==> config.mk <==
export PLATFORM = sky130hd
export DESIGN_NAME = intmask_ctrl
export DESIGN_NICKNAME = d
export VERILOG_FILES = /design/src/rtl/intmask_pkg.sv /design/src/rtl/intmask_masks.sv /design/src/rtl/intmask_status.sv /design/src/rtl/intmask_rdmux.sv /design/src/rtl/intmask_ctrl.sv
export SDC_FILE = /design/constraint.sdc
export NUM_CORES = 1
export LEC_CHECK = 0
export BUFFER_PORTS_ARGS = -buffer_cell sky130_fd_sc_hd__buf_4
export CORE_MARGIN = 1
export CORE_UTILIZATION = 45
export DETAILED_ROUTE_END_ITERATION = 6
export PLACE_DENSITY_LB_ADDON = 0.25
export SLEW_MARGIN = 10
export SYNTH_ARGS = -nofsm -noshare
export SYNTH_HDL_FRONTEND = slang
export SYNTH_HIERARCHICAL = 1
export SYNTH_SLANG_ARGS = --single-unit
==> constraint.sdc <==
create_clock -name clk -period 5.96 [get_ports clk]
set_clock_uncertainty 0.1 [all_clocks]
set_input_delay 1.49 -clock clk [delete_from_list [all_inputs] [get_ports clk]]
set_output_delay 1.49 -clock clk [all_outputs]
set_load 0.05 [all_outputs]
==> src/rtl/intmask_pkg.sv <==
// Shared constants and decode helper for the dual-level interrupt mask controller.
// Assumes a 12-bit byte address and word-aligned registers.
package intmask_pkg;
    localparam int ADDR_W = 12;

    localparam logic [ADDR_W-1:0] OFS_IRQ_STAT = 12'h000;
    localparam logic [ADDR_W-1:0] OFS_IRQ_RAW  = 12'h004;
    localparam logic [ADDR_W-1:0] OFS_IRQ_EN   = 12'h008;
    localparam logic [ADDR_W-1:0] OFS_IRQ_CLR  = 12'h00C;
    localparam logic [ADDR_W-1:0] OFS_FIQ_STAT = 12'h100;
    localparam logic [ADDR_W-1:0] OFS_FIQ_RAW  = 12'h104;
    localparam logic [ADDR_W-1:0] OFS_FIQ_EN   = 12'h108;
    localparam logic [ADDR_W-1:0] OFS_FIQ_CLR  = 12'h10C;

    typedef enum logic [3:0] {
        SEL_NONE,
        SEL_IRQ_STAT,
        SEL_IRQ_RAW,
        SEL_IRQ_EN,
        SEL_IRQ_CLR,
        SEL_FIQ_STAT,
        SEL_FIQ_RAW,
        SEL_FIQ_EN,
        SEL_FIQ_CLR
    } reg_sel_e;

    // Map a byte offset onto a register selector.
    function automatic reg_sel_e decode_addr(input logic [ADDR_W-1:0] a);
        reg_sel_e s;
        case (a)
            OFS_IRQ_STAT: s = SEL_IRQ_STAT;
            OFS_IRQ_RAW:  s = SEL_IRQ_RAW;
            OFS_IRQ_EN:   s = SEL_IRQ_EN;
            OFS_IRQ_CLR:  s = SEL_IRQ_CLR;
            OFS_FIQ_STAT: s = SEL_FIQ_STAT;
            OFS_FIQ_RAW:  s = SEL_FIQ_RAW;
            OFS_FIQ_EN:   s = SEL_FIQ_EN;
            OFS_FIQ_CLR:  s = SEL_FIQ_CLR;
            default:      s = SEL_NONE;
        endcase
        return s;
    endfunction
endpackage

==> src/rtl/intmask_masks.sv <==
// Holds the normal and fast enable masks.
// Set writes OR bits in and strip the same bits from the other level.
// Clear writes remove bits from one level only.
// Assumes one access per cycle, so set and clear never collide.
module intmask_masks
    import intmask_pkg::*;
#(
    parameter int DATA_W = 32
) (
    input  logic              clk,
    input  logic              rst_n,
    input  logic              wr,
    input  reg_sel_e          sel,
    input  logic [DATA_W-1:0] wdata,
    output logic [DATA_W-1:0] irq_en,
    output logic [DATA_W-1:0] fiq_en
);
    logic [DATA_W-1:0] irq_nx;
    logic [DATA_W-1:0] fiq_nx;

    // Next-state logic for both masks, including the cross-clear rule.
    always_comb begin
        irq_nx = irq_en;
        fiq_nx = fiq_en;
        if (wr) begin
            case (sel)
                SEL_IRQ_EN: begin
                    irq_nx = irq_en | wdata;
                    fiq_nx = fiq_en & ~wdata;
                end
                SEL_IRQ_CLR: irq_nx = irq_en & ~wdata;
                SEL_FIQ_EN: begin
                    fiq_nx = fiq_en | wdata;
                    irq_nx = irq_en & ~wdata;
                end
                SEL_FIQ_CLR: fiq_nx = fiq_en & ~wdata;
                default: ;
            endcase
        end
    end

    // Mask storage with synchronous reset to all zeros.
    always_ff @(posedge clk) begin
        if (!rst_n) begin
            irq_en <= '0;
            fiq_en <= '0;
        end else begin
            irq_en <= irq_nx;
            fiq_en <= fiq_nx;
        end
    end
endmodule

==> src/rtl/intmask_status.sv <==
// Builds the raw and masked status words for both levels and the two core outputs.
// Bit 0 of the raw words is the fast-pending value, derived only from bits 31..1.
// This avoids a combinational loop. Purely combinational.
module intmask_status #(
    parameter int DATA_W = 32,
    localparam int SRC_W = DATA_W - 1
) (
    input  logic [SRC_W-1:0]  src_req,
    input  logic [DATA_W-1:0] irq_en,
    input  logic [DATA_W-1:0] fiq_en,
    output logic [DATA_W-1:0] raw_word,
    output logic [DATA_W-1:0] irq_stat,
    output logic [DATA_W-1:0] fiq_stat,
    output logic              irq_o,
    output logic              fiq_o
);
    logic fiq_any;

    // Fast pending: any unmasked fast request among the real sources.
    always_comb fiq_any = |(src_req & fiq_en[DATA_W-1:1]);

    // Raw word shared by both levels.
    always_comb raw_word = {src_req, fiq_any};

    // Per-bit masking for both levels.
    for (genvar b = 0; b < DATA_W; b++) begin : g_bit
        assign irq_stat[b] = raw_word[b] & irq_en[b];
        assign fiq_stat[b] = raw_word[b] & fiq_en[b];
    end

    // Core request outputs.
    always_comb begin
        fiq_o = fiq_any;
        irq_o = |irq_stat;
    end
endmodule

==> src/rtl/intmask_rdmux.sv <==
// Registered read-back path. Clear registers and unmapped offsets read as zero.
// Output is zero in cycles that follow no read strobe.
module intmask_rdmux
    import intmask_pkg::*;
#(
    parameter int DATA_W = 32
) (
    input  logic              clk,
    input  logic              rst_n,
    input  logic              rd,
    input  reg_sel_e          sel,
    input  logic [DATA_W-1:0] raw_word,
    input  logic [DATA_W-1:0] irq_stat,
    input  logic [DATA_W-1:0] fiq_stat,
    input  logic [DATA_W-1:0] irq_en,
    input  logic [DATA_W-1:0] fiq_en,
    output logic [DATA_W-1:0] rdata
);
    logic [DATA_W-1:0] pick;

    // Select the addressed register value.
    always_comb begin
        case (sel)
            SEL_IRQ_STAT: pick = irq_stat;
            SEL_IRQ_RAW:  pick = raw_word;
            SEL_IRQ_EN:   pick = irq_en;
            SEL_FIQ_STAT: pick = fiq_stat;
            SEL_FIQ_RAW:  pick = raw_word;
            SEL_FIQ_EN:   pick = fiq_en;
            default:      pick = '0;
        endcase
    end

    // Capture read data one cycle after the strobe.
    always_ff @(posedge clk) begin
        if (!rst_n) rdata <= '0;
        else        rdata <= rd ? pick : '0;
    end
endmodule

==> src/rtl/intmask_ctrl.sv <==
// Top level of the dual-level interrupt mask controller.
// Decodes the register bus, then wires the mask store, the status logic and the read path.
// Assumes a single-port bus with at most one access per cycle.
module intmask_ctrl
    import intmask_pkg::*;
#(
    parameter int DATA_W = 32,
    localparam int SRC_W = DATA_W - 1
) (
    input  logic              clk,
    input  logic              rst_n,
    input  logic [ADDR_W-1:0] bus_addr,
    input  logic [DATA_W-1:0] bus_wdata,
    input  logic              bus_wr,
    input  logic              bus_rd,
    output logic [DATA_W-1:0] bus_rdata,
    input  logic [SRC_W-1:0]  src_req,
    output logic              irq_o,
    output logic              fiq_o
);
    reg_sel_e          sel;
    logic [DATA_W-1:0] irq_en;
    logic [DATA_W-1:0] fiq_en;
    logic [DATA_W-1:0] raw_word;
    logic [DATA_W-1:0] irq_stat;
    logic [DATA_W-1:0] fiq_stat;

    // Address decode shared by write and read paths.
    always_comb sel = decode_addr(bus_addr);

    intmask_masks #(.DATA_W(DATA_W)) u_masks (
        .clk    (clk),
        .rst_n  (rst_n),
        .wr     (bus_wr),
        .sel    (sel),
        .wdata  (bus_wdata),
        .irq_en (irq_en),
        .fiq_en (fiq_en)
    );

    intmask_status #(.DATA_W(DATA_W)) u_status (
        .src_req  (src_req),
        .irq_en   (irq_en),
        .fiq_en   (fiq_en),
        .raw_word (raw_word),
        .irq_stat (irq_stat),
        .fiq_stat (fiq_stat),
        .irq_o    (irq_o),
        .fiq_o    (fiq_o)
    );

    intmask_rdmux #(.DATA_W(DATA_W)) u_rd (
        .clk      (clk),
        .rst_n    (rst_n),
        .rd       (bus_rd),
        .sel      (sel),
        .raw_word (raw_word),
        .irq_stat (irq_stat),
        .fiq_stat (fiq_stat),
        .irq_en   (irq_en),
        .fiq_en   (fiq_en),
        .rdata    (bus_rdata)
    );
endmodule

==> impl_metrics.py <==
metrics = {
    "logic_synthesis": {
        "synthAdderAreaFrac_pct": 0,
        "synthXorXnorAreaFrac_pct": 0.4157,
        "most_frequently_used_cell_type_in_the_post_synthesis_netlist": "sky130_fd_sc_hd__dfxtp_1",
        "synth_async_sr_flop_share_pct": 0,
        "seq_area_frac_synth_pct": 30.40,
        "synth_fp_nets": 773,
        "netlist.area_leader.share_pct": 30.40,
        "synth_simple_gate_area_share_pct": 19.70,
        "syn_avg_cell_area_um2": 9.108,
        "ys.flop_type": "sky130_fd_sc_hd__dfxtp_1",
        "yosys.area.top_type": "sky130_fd_sc_hd__dfxtp_1",
        "post_synth_mux_area_share_pct": 2.375,
        "synth.distinct_cells": 55,
        "synthTopCellsByArea": "sky130_fd_sc_hd__dfxtp_1 30%, sky130_fd_sc_hd__a221oi_2 7.1%, sky130_fd_sc_hd__and2_1 6.1%, sky130_fd_sc_hd__o221a_1 5.7%, sky130_fd_sc_hd__buf_4 4.0%",
        "synth_seq_cells": 96,
        "fraction_of_the_mapped_netlist_area_in_compound_gates_pct": 34.18,
        "yosys-top-cells-count": "96 x sky130_fd_sc_hd__dfxtp_1, 67 x sky130_fd_sc_hd__inv_1, 62 x sky130_fd_sc_hd__and2_1, 49 x sky130_fd_sc_hd__a21oi_1, 39 x sky130_fd_sc_hd__clkbuf_1",
        "synth_top_family_by_area": "compound AO/OA/AOI/OAI gates",
        "synth_edf_count": 0,
        "syn-cell-area_um2": 6321,
        "netlist_instances": 694,
        "ys_warn_count": 6,
    },
    "timing": {
        "min_clock_period_post_route_ns": 5.587,
        "period_share_pct": 93.74,
        "timing_worst_slew_pin_value_ns": 1.125,
        "finalHoldViolCount": 0,
        "grt_setup_unrepaired": "false",
        "max_freq_mhz": 179.0,
        "final.hold.worst_slack_ns": 0.3954,
        "finalSetupTns_ns": 0,
        "drv_slew": 0,
        "setup_slack_ns": 0.3734,
        "slew_headroom_pct": 24.93,
        "setup-violations-final": 0,
    },
    "clocking": {
        "number_of_sinks_driven_by_the_clock_tree": 96,
        "clock_network_latency_to_the_later_pin_of_the_worst_skew_pair_ns": 0.34,
        "post_cts_resized": 0,
        "cts_buffers": 9,
        "clock_path_buffers": 2,
        "cts.reportedPaths.clkPinSlew_ns": 0.06,
        "cts.repair_timing.setup_buffer_count": 0,
        "cts-hold-fix-buffers": 0,
        "root_buffer": "sky130_fd_sc_hd__clkbuf_16",
        "cts_tree": "built",
        "cts.htree.levels": 3,
    },
    "worst_setup_path": {
        "timing.critical_path.arrival_ns": 4.00,
        "worst_setup_path_end_kind": "output port",
        "crit_family": "simple AND/OR/NAND/NOR gates",
        "timing.critical_path.from_type": "input pin",
        "critPathRequiredTime_ns": 4.37,
        "worst_path_max_delay_cell": "sky130_fd_sc_hd__or4_4",
        "ff2ff_path_depth": 8,
        "crit_fanout": 5,
        "crit_type": "in -> out",
        "cp-startpoint": "src_req[27]",
        "critical_path_buf_inv_count": 2,
        "worstPathCellList": "buf_4, and2_4, or4_1, or4_1, or4_4, a2111o_1, buf_4",
        "worst_path_largest_cell_delay_ns": 0.58,
        "count_of_cell_instances_traversed_by_the_critical_path": 7,
    },
    "cells_and_area": {
        "final_util_pct": 54.29,
        "num-nets-final": 812,
        "final_layout_size_suffix_gt1_share_pct": 29.08,
        "post_layout_inst_area_um2": 7303,
        "insertedDiodeCount": 0,
        "area.growth.synth_to_final_pct": 15.54,
    },
    "detailed_routing": {
        "antenna_violating_nets_post_route": 0,
        "detailroute.via_count": 5867,
        "viasPerCell": 6.433,
        "drcViolationCount": 0,
        "detailedRoute.firstPassIterationCount": 5,
        "drt_iter0_markers": 884,
        "wl_um": 19120,
        "routedWlPerCell_um": 20.96,
    },
    "placement": {
        "portBuffers": 112,
        "place_congestion": 0.8726,
        "preCtsSetupSlack_ns": 0.3830,
        "placed_cell_area_um2": 6979,
        "dpl.hpwl_um": 13200,
    },
    "global_route": {
        "grt_antenna_before_repair": 0,
        "via_count_of_the_first_global_routing_pass": 5324,
        "grt_pass1_wl_um": 29780,
        "gr-usage-all-layers_pct": 26.32,
        "global_route.overflow_total": 0,
        "maximum_number_of_pins_on_one_net_before_global_route_repair": 67,
    },
    "power": {
        "max-vdd-ir-drop_v": 0.0001217,
        "seq_power_share_pct": 46.1,
        "clockPowerShare_pct": 46.9,
        "internal_power_mw": 1.090,
        "pwr_density_cell_nw_per_um2": 190.6,
        "netSwitchingPower_mw": 0.3023,
        "combPwrFrac_pct": 7.0,
        "power.static_leakage_nw": 2.522,
        "switching_share_pct": 21.72,
    },
    "flow_run": {
        "maxCapViolations": 0,
    },
    "floorplan": {
        "area_inside_the_core_boundary_um2": 13450,
        "floorplan.die.height_um": 120.5,
        "die_area_um2": 14530,
        "num_rows": 42,
        "die_width_um": 120.5,
        "top_level_ports": 113,
        "floorplan.initialDensity_pct": 46.99,
    },
    "min_path": {
        "min_path_type": "reg -> reg",
        "whs_path_depth": 2,
    },
    "status": {
        "result_of_the_run": "finished, final reports clean",
    },
}
-- power groups by stage --
stage	registers (mW)	logic (mW)	clock network [mW]
after floorplan	0.656	0.0454	0
after global placement	0.656	0.0934	0
after detailed placement	0.656	0.0962	0
after CTS	0.641	0.0964	0.662
after global routing	0.641	0.105	0.693
final	0.641	0.0971	0.654
-- per-stage QoR --
stage | instances | total power [mW]
after floorplan | 694 | 0.7014
after global placement | 898 | 0.7494
after detailed placement | 898 | 0.7523
after CTS | 912 | 1.400
after global routing | 912 | 1.439
final | 912 | 1.392
-- cell usage in the layout, fill, tap and decap left out, types with 3 or more instances in the layout --
cell	netlist	routed
sky130_fd_sc_hd__buf_4	34	129
sky130_fd_sc_hd__dfxtp_1	96	96
sky130_fd_sc_hd__inv_1	67	67
sky130_fd_sc_hd__and2_1	62	62
sky130_fd_sc_hd__a21oi_1	49	49
sky130_fd_sc_hd__nand3b_1	33	33
sky130_fd_sc_hd__o221a_1	32	32
sky130_fd_sc_hd__o211ai_1	32	32
sky130_fd_sc_hd__a221oi_2	30	30
sky130_fd_sc_hd__nand3_1	18	18
sky130_fd_sc_hd__a32o_1	17	17
sky130_fd_sc_hd__or3b_2	17	17
sky130_fd_sc_hd__a221o_1	17	17
sky130_fd_sc_hd__mux2i_1	15	15
sky130_fd_sc_hd__a2bb2oi_1	14	14
sky130_fd_sc_hd__a32oi_1	14	14
sky130_fd_sc_hd__or4_1	10	10
sky130_fd_sc_hd__clkbuf_16	0	9
sky130_fd_sc_hd__nor2_1	9	8
sky130_fd_sc_hd__a2111oi_2	8	8
sky130_fd_sc_hd__a2111oi_1	5	5
sky130_fd_sc_hd__nor4_1	5	4
sky130_fd_sc_hd__nand2_1	4	4
sky130_fd_sc_hd__nor3_2	2	4
sky130_fd_sc_hd__nand4b_1	3	3
sky130_fd_sc_hd__bufinv_16	0	3
sky130_fd_sc_hd__or2_2	3	3
-- cells by family after synthesis --
group	count (synthesis)
xor+xnor	3
simple gates	185
mux	15
buf+inv	168
flops	96
compound gates	227
-- area by class of cell --
| cell class | count | area (um2) |
|---|---|---|
| Multi-Input combinational cell | 430 | 3617 |
| Clock inverter | 4 | 95.09 |
| Inverter | 67 | 251.5 |
| Sequential cell | 96 | 1922 |
| Tap cell | 176 | 220.2 |
| Timing Repair Buffer | 129 | 968.4 |
| Clock buffer | 10 | 229.0 |
| Fill cell | 1223 | 6150 |
-- layer usage --
metal / track usage (%) / wire (um)
met1: 38.57 / 8531
met3: 4.009 / 1865
met5: 0 / 0
met4: 7.639 / 308
met2: 39.55 / 8415
-- final timing paths --
check | end | slack [ns]
worst min register to register | flip-flop | 0.40
worst max register to register | u_rd/rdata[0] | 2.92
worst min-delay path | flip-flop | 0.40
worst max-delay path | irq_o | 0.37
-- worst reg2reg max path: stages, from the launching register on --
cell and delay (ns):
sky130_fd_sc_hd__dfxtp_1 0.35, sky130_fd_sc_hd__and2_4 0.15, sky130_fd_sc_hd__or4_1 0.52, sky130_fd_sc_hd__or4_1 0.50
sky130_fd_sc_hd__or4_4 0.58, sky130_fd_sc_hd__and2_2 0.21, sky130_fd_sc_hd__or3b_2 0.18, sky130_fd_sc_hd__a21oi_1 0.06
sky130_fd_sc_hd__a221o_1 0.29
(Power assumes the default switching activity.)
